$ cat src/rtl/ir_rx_pkg.sv
package ir_rx_pkg;
  typedef enum logic [1:0] {
    EDGE_FALL = 2'b00,
    EDGE_RISE = 2'b01,
    EDGE_BOTH = 2'b10,
    EDGE_NONE = 2'b11
  } edge_sel_e;
endpackage

$ cat src/rtl/ir_rx_edge_detect.sv
module ir_rx_edge_detect
  import ir_rx_pkg::*;
#(
  parameter int SYNC_STAGES = 2
) (
  input  logic      clk,
  input  logic      rst_n,
  input  logic      rx_pin,
  input  logic      active,
  input  edge_sel_e sel,
  output logic      level,
  output logic      qual
);
  // Synchronizer stages followed by one history bit for edge detection.
  logic [SYNC_STAGES:0] chain;
  logic prev, rise, fall, hit;

  always_ff @(posedge clk or negedge rst_n) begin
    if (!rst_n) chain <= '1;
    else        chain <= {chain[SYNC_STAGES-1:0], rx_pin};
  end

  assign level = chain[SYNC_STAGES-1];
  assign prev  = chain[SYNC_STAGES];
  assign rise  = level & ~prev;
  assign fall  = ~level & prev;

  always_comb begin
    unique case (sel)
      EDGE_FALL: hit = fall;
      EDGE_RISE: hit = rise;
      EDGE_BOTH: hit = rise | fall;
      EDGE_NONE: hit = 1'b0;
    endcase
  end

  assign qual = active & hit;
endmodule

$ cat src/rtl/ir_rx_interval_counter.sv
module ir_rx_interval_counter #(
  parameter int CNT_W = 16
) (
  input  logic             clk,
  input  logic             rst_n,
  input  logic             active,
  input  logic             tick,
  input  logic             clear,
  output logic [CNT_W-1:0] count,
  output logic             wrap
);
  always_ff @(posedge clk or negedge rst_n) begin
    if (!rst_n)       count <= '0;
    else if (!active) count <= '0;
    else if (clear)   count <= '0;
    else if (tick)    count <= count + 1'b1;
  end

  assign wrap = active & ~clear & tick & (count == '1);
endmodule

$ cat src/rtl/ir_rx_capture_unit.sv
module ir_rx_capture_unit #(
  parameter int CNT_W        = 16,
  parameter int ABSENT_TICKS = 2
) (
  input  logic             clk,
  input  logic             rst_n,
  input  logic             active,
  input  logic             burst,
  input  logic             qual,
  input  logic             level,
  input  logic             carrier_tick,
  input  logic [CNT_W-1:0] count,
  output logic [CNT_W-1:0] capture,
  output logic             data,
  output logic             evt_set
);
  localparam int QW = $clog2(ABSENT_TICKS + 1);
  localparam logic [QW-1:0] QUIET_LAST = QW'(ABSENT_TICKS - 1);
  localparam logic [QW-1:0] QUIET_MAX  = QW'(ABSENT_TICKS);

  logic          burst_d, burst_enter, absent_hit;
  logic [QW-1:0] quiet;

  assign burst_enter = burst & ~burst_d;

  always_ff @(posedge clk or negedge rst_n) begin
    if (!rst_n) burst_d <= 1'b0;
    else        burst_d <= burst;
  end

  // Carrier ticks seen since the last qualified edge, saturating.
  always_ff @(posedge clk or negedge rst_n) begin
    if (!rst_n)                              quiet <= '0;
    else if (!active || !burst || qual)      quiet <= '0;
    else if (carrier_tick && quiet != QUIET_MAX) quiet <= quiet + 1'b1;
  end

  assign absent_hit = active & burst & ~qual & carrier_tick & (quiet == QUIET_LAST);

  always_ff @(posedge clk or negedge rst_n) begin
    if (!rst_n)           capture <= '0;
    else if (burst_enter) capture <= CNT_W'(1);
    else if (qual)        capture <= burst ? capture + 1'b1 : count;
  end

  always_ff @(posedge clk or negedge rst_n) begin
    if (!rst_n)    data <= 1'b0;
    else if (qual) data <= level;
  end

  assign evt_set = (qual & ~burst) | absent_hit;
endmodule

$ cat src/rtl/ir_rx_timer.sv
module ir_rx_timer
  import ir_rx_pkg::*;
#(
  parameter int CNT_W        = 16,
  parameter int SYNC_STAGES  = 2,
  parameter int ABSENT_TICKS = 2
) (
  input  logic             clk,
  input  logic             rst_n,
  input  logic             rx_pin,
  input  logic             tick_clk,
  input  logic             tick_carrier,
  input  logic             ctl_enable,
  input  logic             ctl_tx_mode,
  input  logic             ctl_burst,
  input  logic [1:0]       ctl_edge_sel,
  input  logic             ctl_reload,
  input  logic             ctl_src_carrier,
  input  logic             ie_ovf,
  input  logic             ie_evt,
  input  logic             clr_ovf,
  input  logic             clr_evt,
  output logic [CNT_W-1:0] count_o,
  output logic [CNT_W-1:0] capture_o,
  output logic             data_o,
  output logic             ovf_flag,
  output logic             evt_flag,
  output logic             irq
);
  logic active, edge_qual, sync_level, sel_tick, wrap, evt_set;

  assign active   = ctl_enable & ~ctl_tx_mode;
  assign sel_tick = ctl_src_carrier ? tick_carrier : tick_clk;

  ir_rx_edge_detect #(.SYNC_STAGES(SYNC_STAGES)) u_edge (
    .clk    (clk),
    .rst_n  (rst_n),
    .rx_pin (rx_pin),
    .active (active),
    .sel    (edge_sel_e'(ctl_edge_sel)),
    .level  (sync_level),
    .qual   (edge_qual)
  );

  ir_rx_interval_counter #(.CNT_W(CNT_W)) u_cnt (
    .clk    (clk),
    .rst_n  (rst_n),
    .active (active),
    .tick   (sel_tick),
    .clear  (edge_qual & ctl_reload),
    .count  (count_o),
    .wrap   (wrap)
  );

  ir_rx_capture_unit #(.CNT_W(CNT_W), .ABSENT_TICKS(ABSENT_TICKS)) u_cap (
    .clk          (clk),
    .rst_n        (rst_n),
    .active       (active),
    .burst        (ctl_burst),
    .qual         (edge_qual),
    .level        (sync_level),
    .carrier_tick (tick_carrier),
    .count        (count_o),
    .capture      (capture_o),
    .data         (data_o),
    .evt_set      (evt_set)
  );

  // Sticky flags: a set in the same cycle as a clear takes priority.
  always_ff @(posedge clk or negedge rst_n) begin
    if (!rst_n) begin
      ovf_flag <= 1'b0;
      evt_flag <= 1'b0;
    end else begin
      ovf_flag <= (ovf_flag & ~clr_ovf) | wrap;
      evt_flag <= (evt_flag & ~clr_evt) | evt_set;
    end
  end

  assign irq = (ovf_flag & ie_ovf) | (evt_flag & ie_evt);
endmodule

$ cat config.mk
export PLATFORM = sky130hd
export DESIGN_NAME = ir_rx_timer
export DESIGN_NICKNAME = d
export VERILOG_FILES = /design/src/rtl/ir_rx_pkg.sv /design/src/rtl/ir_rx_edge_detect.sv /design/src/rtl/ir_rx_interval_counter.sv /design/src/rtl/ir_rx_capture_unit.sv /design/src/rtl/ir_rx_timer.sv
export SDC_FILE = /design/constraint.sdc
export NUM_CORES = 1
export LEC_CHECK = 0
export ABC_AREA = 1
export BUFFER_PORTS_ARGS = -buffer_cell sky130_fd_sc_hd__buf_2
export CORE_ASPECT_RATIO = 1.5
export CORE_MARGIN = 5
export CORE_UTILIZATION = 50
export CTS_CLUSTER_DIAMETER = 30
export DETAILED_ROUTE_END_ITERATION = 7
export GPL_TIMING_DRIVEN = 0
export PLACE_DENSITY_LB_ADDON = 0.08
export SETUP_SLACK_MARGIN = 0.3
export SYNTH_ARGS = -nofsm -noshare
export SYNTH_HDL_FRONTEND = slang
export SYNTH_HIERARCHICAL = 1
export SYNTH_SLANG_ARGS = --single-unit
export TNS_END_PERCENT = 20
$ cat constraint.sdc
create_clock -name clk -period 2 [get_ports clk]
set_input_delay 0.1 -clock clk [delete_from_list [all_inputs] [get_ports clk]]
set_output_delay 0.1 -clock clk [all_outputs]
set_load 0.05 [all_outputs]
==> results of run 1 <==
-- cell type report --
| type | count | area, um^2 |
|---|---|---|
| fillers | 487 | 1870 |
| multi-input cells | 268 | 1370 |
| flip-flops and latches | 41 | 1030 |
| repair buffers | 60 | 334 |
| inverters | 54 | 203 |
| clock buffers | 7 | 86.3 |
| well taps | 68 | 85.1 |
| plain buffers | 7 | 68.8 |
| clock inverters | 1 | 30.0 |
-- what timing repair did --
| action | 4_1_cts | 5_1_grt |
|---|---|---|
| endpoints found under the setup margin | 34 | 37 |
| gates resized for setup | 13 | 11 |
| pin swaps | 3 | 4 |
| buffers inserted | 3 | 3 |
| hold endpoints to repair | 40 | 0 |
| hold buffers | 3 | 0 |
-- cell usage in the layout (no fill, tap or decap), types with 2 or more instances in the layout --
| master | netlist | layout |
|---|---|---|
| nand2_1 | 108 | 105 |
| nor2_1 | 53 | 52 |
| buf_2 | 1 | 51 |
| inv_1 | 52 | 45 |
| dfrtp_1 | 38 | 38 |
| nand3_1 | 27 | 25 |
| o21ai_0 | 16 | 11 |
| nor2_2 | 9 | 9 |
| a21oi_1 | 10 | 9 |
| inv_2 | 1 | 8 |
| clkbuf_8 | 2 | 8 |
| o21ai_1 | 6 | 8 |
| buf_4 | 2 | 7 |
| nand2_2 | 2 | 5 |
| xor2_1 | 5 | 5 |
| nor2_4 | 4 | 5 |
| nand3_2 | 2 | 4 |
| nor3_1 | 4 | 4 |
| ha_1 | 6 | 4 |
| dlygate4sd3_1 | 0 | 3 |
| buf_6 | 1 | 3 |
| nand4_1 | 3 | 3 |
| o21ai_2 | 0 | 3 |
| dfstp_2 | 3 | 3 |
| clkbuf_1 | 1 | 2 |
| ha_4 | 0 | 2 |
-- registers in the layout (all words and copies together), names as in the netlist --
name	cells
u_cap/data	1
u_edge/chain	3
evt_flag	1
ovf_flag	1
u_cap/capture	16
u_cnt/count	16
u_cap/burst_d	1
u_cap/quiet	2
-- metrics by stage --
step | power, mW | std cells | worst slack [ns]
floorplan | 1.12 | 370 | 0.285
global placement | 1.22 | 489 | 0.0658
detailed placement | 1.22 | 489 | 0.0703
CTS | 1.93 | 503 | 0.162
global route | 2.02 | 506 | 0.0352
finish | 1.92 | 506 | 0.138
-- power by group --
part	switching, mW	internal (mW)
combinational	0.225	0.105
clock	0.290	0.407
sequential	0.0356	0.861
total	0.550	1.37
-- per-layer routing --
metal / GRT usage / part of all wire / vias to the layer above
li1: - / - / 1288
met1: 0.240 / 0.40 / 1145
met2: 0.364 / 0.54 / 63
met3: 0.0380 / 0.046 / 9
met4: 0.0586 / 0.013 / 0
met5: 0 / 0 / -
-- cells by family after synthesis --
logic type | count (synthesis) | synth area share
buffers and inverters | 61 | 0.102
multiplexers | 1 | 0.00386
XOR/XNOR | 5 | 0.0169
flip-flops | 41 | 0.397
AO/OA/AOI/OAI | 40 | 0.0869
adder cells (fa/ha/maj) | 6 | 0.0290
AND/OR/NAND/NOR | 216 | 0.364
-- how the worst min path moves through the flow --
stage	from	end	slack (ns)	cells after the start
finish	clr_evt	evt_flag	0.03	4
global route	clr_ovf	ovf_flag	0.03	4
CTS	clr_evt	evt_flag	0.02	4
detailed placement	rx_pin	u_edge/chain[0]	0.21	1
global placement	rx_pin	u_edge/chain[0]	0.20	1
floorplan	rst_n	evt_flag	-0.20	0
-- critical path: stages (launching register included) --
cell,delay [ns]
dfstp_2,0.54
inv_2,0.04
ha_4,0.23
a21oi_2,0.15
nand2_2,0.08
nor2_4,0.14
nand2_2,0.07
inv_2,0.07
nor2_4,0.05
buf_4,0.13
nand2_2,0.07
o21ai_0,0.08
o21ai_1,0.07
inv_1,0.05
==> impl_metrics.env, run 1 <==
export IMPL_setup_viol=0
export IMPL_crit_type="reg2reg"
export IMPL_htree_levels=2
export IMPL_synthFlopType="dfrtp_1"
export IMPL_dieArea_mm2=0.00675
export IMPL_gr_total_overflow=0
export IMPL_cts_root_buffer="clkbuf_8"
export IMPL_async_flop_share=1.00
export IMPL_syn_area_per_cell_um2=7.00
export IMPL_first_pass_iters=5
export IMPL_rsz0062_at_grt="yes"
export IMPL_clock_fmax_ghz=0.537
export IMPL_crit_path_start_kind="flip-flop"
export IMPL_ys_seq_area_frac=0.397
export IMPL_holdWs_ns=0.0276
export IMPL_io_pins=52
export IMPL_ys_ff_latch=41
export IMPL_worst_pin_slew_ns=0.936
export IMPL_synth_commonest_cells="108 x nand2_1, 53 x nor2_1, 52 x inv_1"
export IMPL_first_iter_violations=146
export IMPL_powerDensity_mw_per_mm2=599
export IMPL_cts_sinks=41
export IMPL_fin_setup_tns_ns=0
export IMPL_clk_latency_ns=0.29
export IMPL_drtAntennaViolNets=0
export IMPL_wl_per_cell_um=12.8
export IMPL_arrival_ns=2.05
export IMPL_fin_crit_sh=0.931
export IMPL_core_area_mm2=0.00508
export IMPL_r2r_start="u_edge/chain[2]"
export IMPL_synth_edf_count=0
export IMPL_final_area_mm2=0.00321
export IMPL_outcome="finished clean"
export IMPL_cts_buffers=5
export IMPL_endpoint="u_cnt/count[6]"
export IMPL_cellLeakagePower_nw=1.64
export IMPL_portBuffers=51
export IMPL_drt_total_wl_mm=6.46
export IMPL_cts_tree="yes"
export IMPL_crit_start="u_edge/chain[2]"
export IMPL_grt_util_all_layers=0.204
export IMPL_start_util=0.510
export IMPL_clk_pin_slew_ns=0.08
export IMPL_n_antenna_cell=0
export IMPL_synth_top_area_frac=0.367
export IMPL_regToRegEndpoint="u_cnt/count[6]"
export IMPL_ff2ff_setup_slack_ns=0.14
export IMPL_synth_top_cell_by_area="dfrtp_1"
export IMPL_critPathMaxFanout=6
export IMPL_syn2layout_area_growth_pct=23.9
export IMPL_fin_nets=459
export IMPL_clockBufferDepth=2
export IMPL_drc=0
export IMPL_rows=32
export IMPL_utilization=0.631
export IMPL_yosys_warnings=6
export IMPL_drive_above_1_share=0.265
export IMPL_yosysUniqueCellTypes=37
export IMPL_dp_hpwl_mm=4.78
export IMPL_vias=2505
export IMPL_crit_required_ns=2.19
export IMPL_synthCells=370
export IMPL_antenna_found_initial=0
export IMPL_synth_most_common_cell="nand2_1"
export IMPL_hold_path_class="in2reg"
export IMPL_relSlewSlack=0.376
export IMPL_vias_per_cell=4.95
export IMPL_min_period_ns=1.86
export IMPL_hold_violations=0
export IMPL_die_x_um=68.8
export IMPL_die_y_um=98.2
export IMPL_skew_ns=0.00850
export IMPL_synth_area_mm2=0.00259
export IMPL_rr_worst_depth=13
export IMPL_place_congestion=0.834
export IMPL_crit_path_end_kind="flip-flop"
export IMPL_grt_max_degree=42
export IMPL_drv_slew=0
export IMPL_yosys_top_cells_area="dfrtp_1 37%, nand2_1 16%, nor2_1 7.7%"
export IMPL_placed_cell_area_mm2=0.00296
export IMPL_grt_first_pass_wirelength_mm=10.7
export IMPL_grt_pass1_vias=2314
export IMPL_postSynthNetCount=392
export IMPL_drv_cap=0
export IMPL_vdd_ir_drop_max_v=0.000418
(Power assumes the default switching activity.)
==> inputs of run 2 (changes only) <==
--- a/config.mk
+++ b/config.mk
@@ -14,7 +14,7 @@
 export DETAILED_ROUTE_END_ITERATION = 7
 export GPL_TIMING_DRIVEN = 0
 export PLACE_DENSITY_LB_ADDON = 0.08
-export SETUP_SLACK_MARGIN = 0.3
+export SETUP_SLACK_MARGIN = 0.02
 export SYNTH_ARGS = -nofsm -noshare
 export SYNTH_HDL_FRONTEND = slang
 export SYNTH_HIERARCHICAL = 1
==> run 2 against run 1 <==
Clock skew fell by 0.0035 ns. The run now ends with DRC left. Highest routed layer unchanged. Total power fell by 0.48%. Non-clock buffer count fell by 5. Largest cell class unchanged. Wire length fell by 1.6%. First-iteration DRC count fell by 23%.
==> impl_metrics.env, run 2 (synthesis results as in run 1) <==
export IMPL_grt_max_degree=42
export IMPL_dp_cells=489
export IMPL_critPathMaxFanout=7
export IMPL_finalPower_mw=1.91
export IMPL_rows=32
export IMPL_setup_ws_ns=0.0713
export IMPL_crit_required_ns=2.23
export IMPL_hold_violations=0
export IMPL_crit_type="reg2reg"
export IMPL_io_pins=52
export IMPL_place_congestion=0.864
export IMPL_final_area_mm2=0.00314
export IMPL_grt_util_all_layers=0.205
export IMPL_skew_ns=0.00495
export IMPL_first_pass_iters=7
export IMPL_vdd_ir_drop_max_v=0.000394
export IMPL_grt_pass1_vias=2480
export IMPL_wl_per_cell_um=12.7
export IMPL_dieArea_mm2=0.00675
export IMPL_die_y_um=98.2
export IMPL_placed_cell_area_mm2=0.00293
export IMPL_vias=2479
export IMPL_drc=1
export IMPL_worst_pin_slew_ns=0.927
export IMPL_vias_per_cell=4.95
export IMPL_arrival_ns=2.16
export IMPL_min_period_ns=1.93
export IMPL_rr_worst_depth=12
export IMPL_r2r_start="u_edge/chain[2]"
export IMPL_htree_levels=2
export IMPL_layout_common_cells="106 x nand2_1, 52 x nor2_1, 52 x buf_2"
export IMPL_min_path_cells=4
export IMPL_dp_hpwl_mm=4.71
export IMPL_regToRegEndpoint="ovf_flag"
export IMPL_dp_slack_ns=-0.194
export IMPL_n_antenna_cell=0
export IMPL_relSlewSlack=0.382
export IMPL_drt_total_wl_mm=6.36
export IMPL_crit_chain="inv_2, ha_4, a21oi_2, nand2_2, nor2_4, nand2_2, inv_2, nor2_4, nand3_2, nor4_4, inv_1, nand2_1"
export IMPL_powerDensity_mw_per_mm2=609
export IMPL_ff2ff_setup_slack_ns=0.07
export IMPL_first_iter_violations=112
export IMPL_drv_slew=0
export IMPL_cpPeakStageDelay_ns=0.55
export IMPL_fin_nets=454
export IMPL_clock_fmax_ghz=0.518
export IMPL_drive_above_1_share=0.233
export IMPL_utilization=0.618
export IMPL_holdWs_ns=0.0230
export IMPL_outcome="complete, but fails checks"
export IMPL_fin_crit_sh=0.964
export IMPL_crit_path_start_kind="flip-flop"
export IMPL_die_x_um=68.8
export IMPL_holdPathEnd="evt_flag"
export IMPL_syn2layout_area_growth_pct=21.3
export IMPL_path_buf_inv=3
export IMPL_core_area_mm2=0.00508
export IMPL_clk_pin_slew_ns=0.08
export IMPL_rsz0062_at_grt="yes"
export IMPL_antenna_found_initial=0
export IMPL_multi_input_area_mm2=0.00135
export IMPL_cts_sinks=41
export IMPL_final_common_cell="nand2_1"
export IMPL_nFillCells=502
export IMPL_hold_path_class="in2reg"
export IMPL_drv_cap=0
export IMPL_cts_tree="yes"
export IMPL_clockBufferDepth=2
export IMPL_start_util=0.510
export IMPL_crit_family="simple AND/OR/NAND/NOR gates"
export IMPL_slowest_stage="dfstp_2"
export IMPL_portBuffers=51
export IMPL_drtAntennaViolNets=0
export IMPL_fin_setup_tns_ns=0
export IMPL_final_cell_count_no_fill=501
export IMPL_setup_viol=0
export IMPL_clk_latency_ns=0.29
export IMPL_crit_path_end_kind="flip-flop"
export IMPL_final_seq_area_mm2=0.00103
export IMPL_cellLeakagePower_nw=1.63
export IMPL_violations="DRC"
export IMPL_grt_first_pass_wirelength_mm=10.9
export IMPL_gr_total_overflow=0
export IMPL_cts_root_buffer="clkbuf_8"
export IMPL_min_delay_start="clr_evt"
export IMPL_cts_buffers=5
export IMPL_reg_top3="u_cap/capture x16, u_cnt/count x16, u_edge/chain x3"
[run 2: tightest hold or removal path, cell delays in order]
cell	delay [ns]
buf_2	0.08
inv_1	0.03
nand2_1	0.04
nand2_1	0.04
[run 2: how the worst max path moves through the flow]
stage | from | endpoint | cells after the start
2_1_floorplan | u_edge/chain[2] | u_cnt/count[0] | 11
6_report | u_edge/chain[2] | ovf_flag | 12
5_1_grt | u_edge/chain[2] | ovf_flag | 12
3_3_place_gp | u_edge/chain[1] | ovf_flag | 13
3_5_place_dp | u_edge/chain[1] | ovf_flag | 13
4_1_cts | u_edge/chain[2] | u_cnt/count[0] | 10
[run 2: cell type report]
class | count | area share
inverters | 54 | 0.0645
repair buffers | 55 | 0.0931
clock inverters | 2 | 0.0119
flip-flops and latches | 41 | 0.327
clock buffers | 6 | 0.0263
plain buffers | 7 | 0.0199
multi-input cells | 268 | 0.430
well taps | 68 | 0.0271
[run 2: timing repair]
action,4_1_cts,5_1_grt
hold buffers,3,0
resized for setup,3,14
endpoints found under the hold margin,40,0
setup buffers,0,1
pin swaps,1,9
endpoints found under the setup margin,27,28
gates cloned,0,0
[run 2: power by group]
group	total (mW)	switching, mW	internal [mW]	leakage, nW
combinational	0.315	0.221	0.0943	1.02
clock	0.703	0.297	0.406	0.0574
sequential	0.897	0.0356	0.861	0.550
total	1.91	0.553	1.36	1.63
[run 2: layer usage]
layer / part of all wire / up-vias / wire, um / global-route usage
li1: - / 1274 / - / -
met1: 0.44 / 1151 / 2800 / 0.271
met2: 0.52 / 46 / 3280 / 0.342
met3: 0.030 / 8 / 189 / 0.0322
met4: 0.013 / 0 / 81 / 0.0526
met5: 0 / - / 0 / 0
==> inputs of run 3 (changes only) <==
--- a/config.mk
+++ b/config.mk
@@ -13,7 +13,7 @@
 export CTS_CLUSTER_DIAMETER = 30
 export DETAILED_ROUTE_END_ITERATION = 7
 export GPL_TIMING_DRIVEN = 0
-export PLACE_DENSITY_LB_ADDON = 0.08
+export PLACE_DENSITY = 0.74
 export SETUP_SLACK_MARGIN = 0.02
 export SYNTH_ARGS = -nofsm -noshare
 export SYNTH_HDL_FRONTEND = slang
==> run 3 against run 2 <==
Via count is 2.7% higher. Sequential power hardly changed. First-iteration DRC count increased by 44%. Worst setup slack lost 0.011 ns. Critical path type unchanged. Utilization rose by 1.1 points. Maximum frequency is 0.55% lower. Final cell count up 1.4%. The run now ends clean.
==> impl_metrics.env, run 3 (synthesis results as in run 1) <==
export IMPL_first_pass_iters=5
export IMPL_clockBufferDepth=2
export IMPL_skew_ns=0.00719
export IMPL_crit_required_ns=2.22
export IMPL_worst_pin_slew_ns=0.940
export IMPL_final_cell_count_no_fill=508
export IMPL_setup_viol=0
export IMPL_arrival_ns=2.16
export IMPL_r2r_start="u_edge/chain[1]"
export IMPL_final_common_cell="nand2_1"
export IMPL_die_x_um=68.8
export IMPL_vias=2547
export IMPL_cellLeakagePower_nw=1.68
export IMPL_hold_path_class="in2reg"
export IMPL_drtAntennaViolNets=0
export IMPL_layout_common_cells="107 x nand2_1, 52 x nor2_1, 51 x inv_1, 51 x buf_2, 38 x dfrtp_1"
export IMPL_crit_type="reg2reg"
export IMPL_rsz0062_at_grt="yes"
export IMPL_gr_total_overflow=0
export IMPL_cts_buffers=5
export IMPL_crit_path_start_kind="flip-flop"
export IMPL_powerDensity_mw_per_mm2=629
export IMPL_drv_cap=0
export IMPL_relSlewSlack=0.373
export IMPL_grt_max_degree=42
export IMPL_grt_pass1_vias=2394
export IMPL_crit_start="u_edge/chain[1]"
export IMPL_die_y_um=98.2
export IMPL_power_frac_clock=0.395
export IMPL_place_congestion=0.837
export IMPL_ff2ff_setup_slack_ns=0.06
export IMPL_io_pins=52
export IMPL_finalPower_mw=2.01
export IMPL_vias_per_cell=5.01
export IMPL_dp_slack_ns=-0.102
export IMPL_nFillCells=477
export IMPL_grt_util_all_layers=0.201
export IMPL_crit_path_end_kind="flip-flop"
export IMPL_comb_power_share=0.160
export IMPL_wl_per_cell_um=12.6
export IMPL_cts_sinks=41
export IMPL_holdWs_ns=0.0219
export IMPL_htree_levels=2
export IMPL_first_iter_violations=161
export IMPL_rows=32
export IMPL_dp_hpwl_mm=4.70
export IMPL_fin_setup_tns_ns=0
export IMPL_hold_violations=0
export IMPL_multi_input_area_mm2=0.00134
export IMPL_clk_pin_slew_ns=0.08
export IMPL_cts_root_buffer="clkbuf_8"
export IMPL_core_area_mm2=0.00508
export IMPL_outcome="finished clean"
export IMPL_drv_slew=0
export IMPL_setup_ws_ns=0.0607
export IMPL_fin_nets=461
export IMPL_vdd_ir_drop_max_v=0.000382
export IMPL_switching_share=0.276
export IMPL_clock_fmax_ghz=0.516
export IMPL_reg_top3="u_cap/capture x16, u_cnt/count x16, u_edge/chain x3"
export IMPL_drt_total_wl_mm=6.41
export IMPL_cts_tree="yes"
export IMPL_final_seq_area_mm2=0.00103
export IMPL_p_seq_frac=0.445
export IMPL_grt_first_pass_wirelength_mm=10.6
export IMPL_dieArea_mm2=0.00675
export IMPL_drc=0
export IMPL_min_period_ns=1.94
export IMPL_drive_above_1_share=0.239
export IMPL_n_antenna_cell=0
export IMPL_fin_crit_sh=0.970
export IMPL_power_switching_mw=0.555
export IMPL_antenna_found_initial=0
export IMPL_portBuffers=51
export IMPL_clk_latency_ns=0.30
export IMPL_p_int_mw=1.46
export IMPL_syn2layout_area_growth_pct=23.5
export IMPL_start_util=0.510
export IMPL_dp_cells=489
export IMPL_critPathMaxFanout=6
export IMPL_min_delay_start="clr_evt"
-- run 3: critical path: stages (launching register included) --
cell	delay, ns
dfstp_2	0.54
buf_4	0.11
ha_1	0.22
a21oi_2	0.17
nand2_2	0.08
nor2_4	0.15
o21ai_0	0.15
inv_1	0.18
o21ai_0	0.12
o21ai_0	0.16
-- run 3: path summary, 6_finish.rpt --
| path | cells past startpoint | endpoint |
|---|---|---|
| min | 4 | evt_flag |
| max | 9 | u_cap/capture[2] |
| max reg2reg | 9 | u_cap/capture[2] |
| min reg2reg | 0 | u_edge/chain[1] |
| min in group asynchronous | 2 | u_cap/capture[1] |
| max in group asynchronous | 2 | u_cap/capture[12] |
-- run 3: metal layers --
metal	share of wire	wire length [um]	GRT usage	vias to the layer above
met5	0	0	0	-
met3	0.049	316	0.0391	13
met1	0.40	2580	0.232	1173
met2	0.53	3400	0.350	64
li1	-	-	-	1297
met4	0.019	119	0.0781	0
-- run 3: layout make-up --
type | count | area share
Buffer | 7 | 0.0203
Clock buffer | 5 | 0.0215
Clock inverter | 3 | 0.0203
Inverter | 54 | 0.0634
Multi-Input combinational cell | 268 | 0.418
Sequential cell | 41 | 0.322
Tap cell | 68 | 0.0266
Timing Repair Buffer | 62 | 0.108
-- run 3: repair_timing --
item	4_1_cts	5_1_grt
gates resized for setup	4	12
endpoints found under the hold margin	40	0
endpoints found under the setup margin	28	19
buffers inserted	2	6
pin swaps	1	6
hold buffers	3	0
-- run 3: power groups by stage --
stage / Sequential [mW] / Combinational (mW) / Clock, mW
after floorplan: 0.998 / 0.120 / 0
after global placement: 0.912 / 0.294 / 0
after detailed placement: 0.913 / 0.299 / 0
after CTS: 0.897 / 0.310 / 0.815
after global routing: 0.903 / 0.355 / 0.847
final: 0.896 / 0.322 / 0.794
-- run 3: metrics by stage --
stage | utilization | cell area, um^2
2_1_floorplan | - | 2590
3_3_place_gp | 0.577 | 2930
3_5_place_dp | 0.577 | 2930
4_1_cts | 0.614 | 3120
5_1_grt | 0.629 | 3200
6_report | 0.629 | 3200
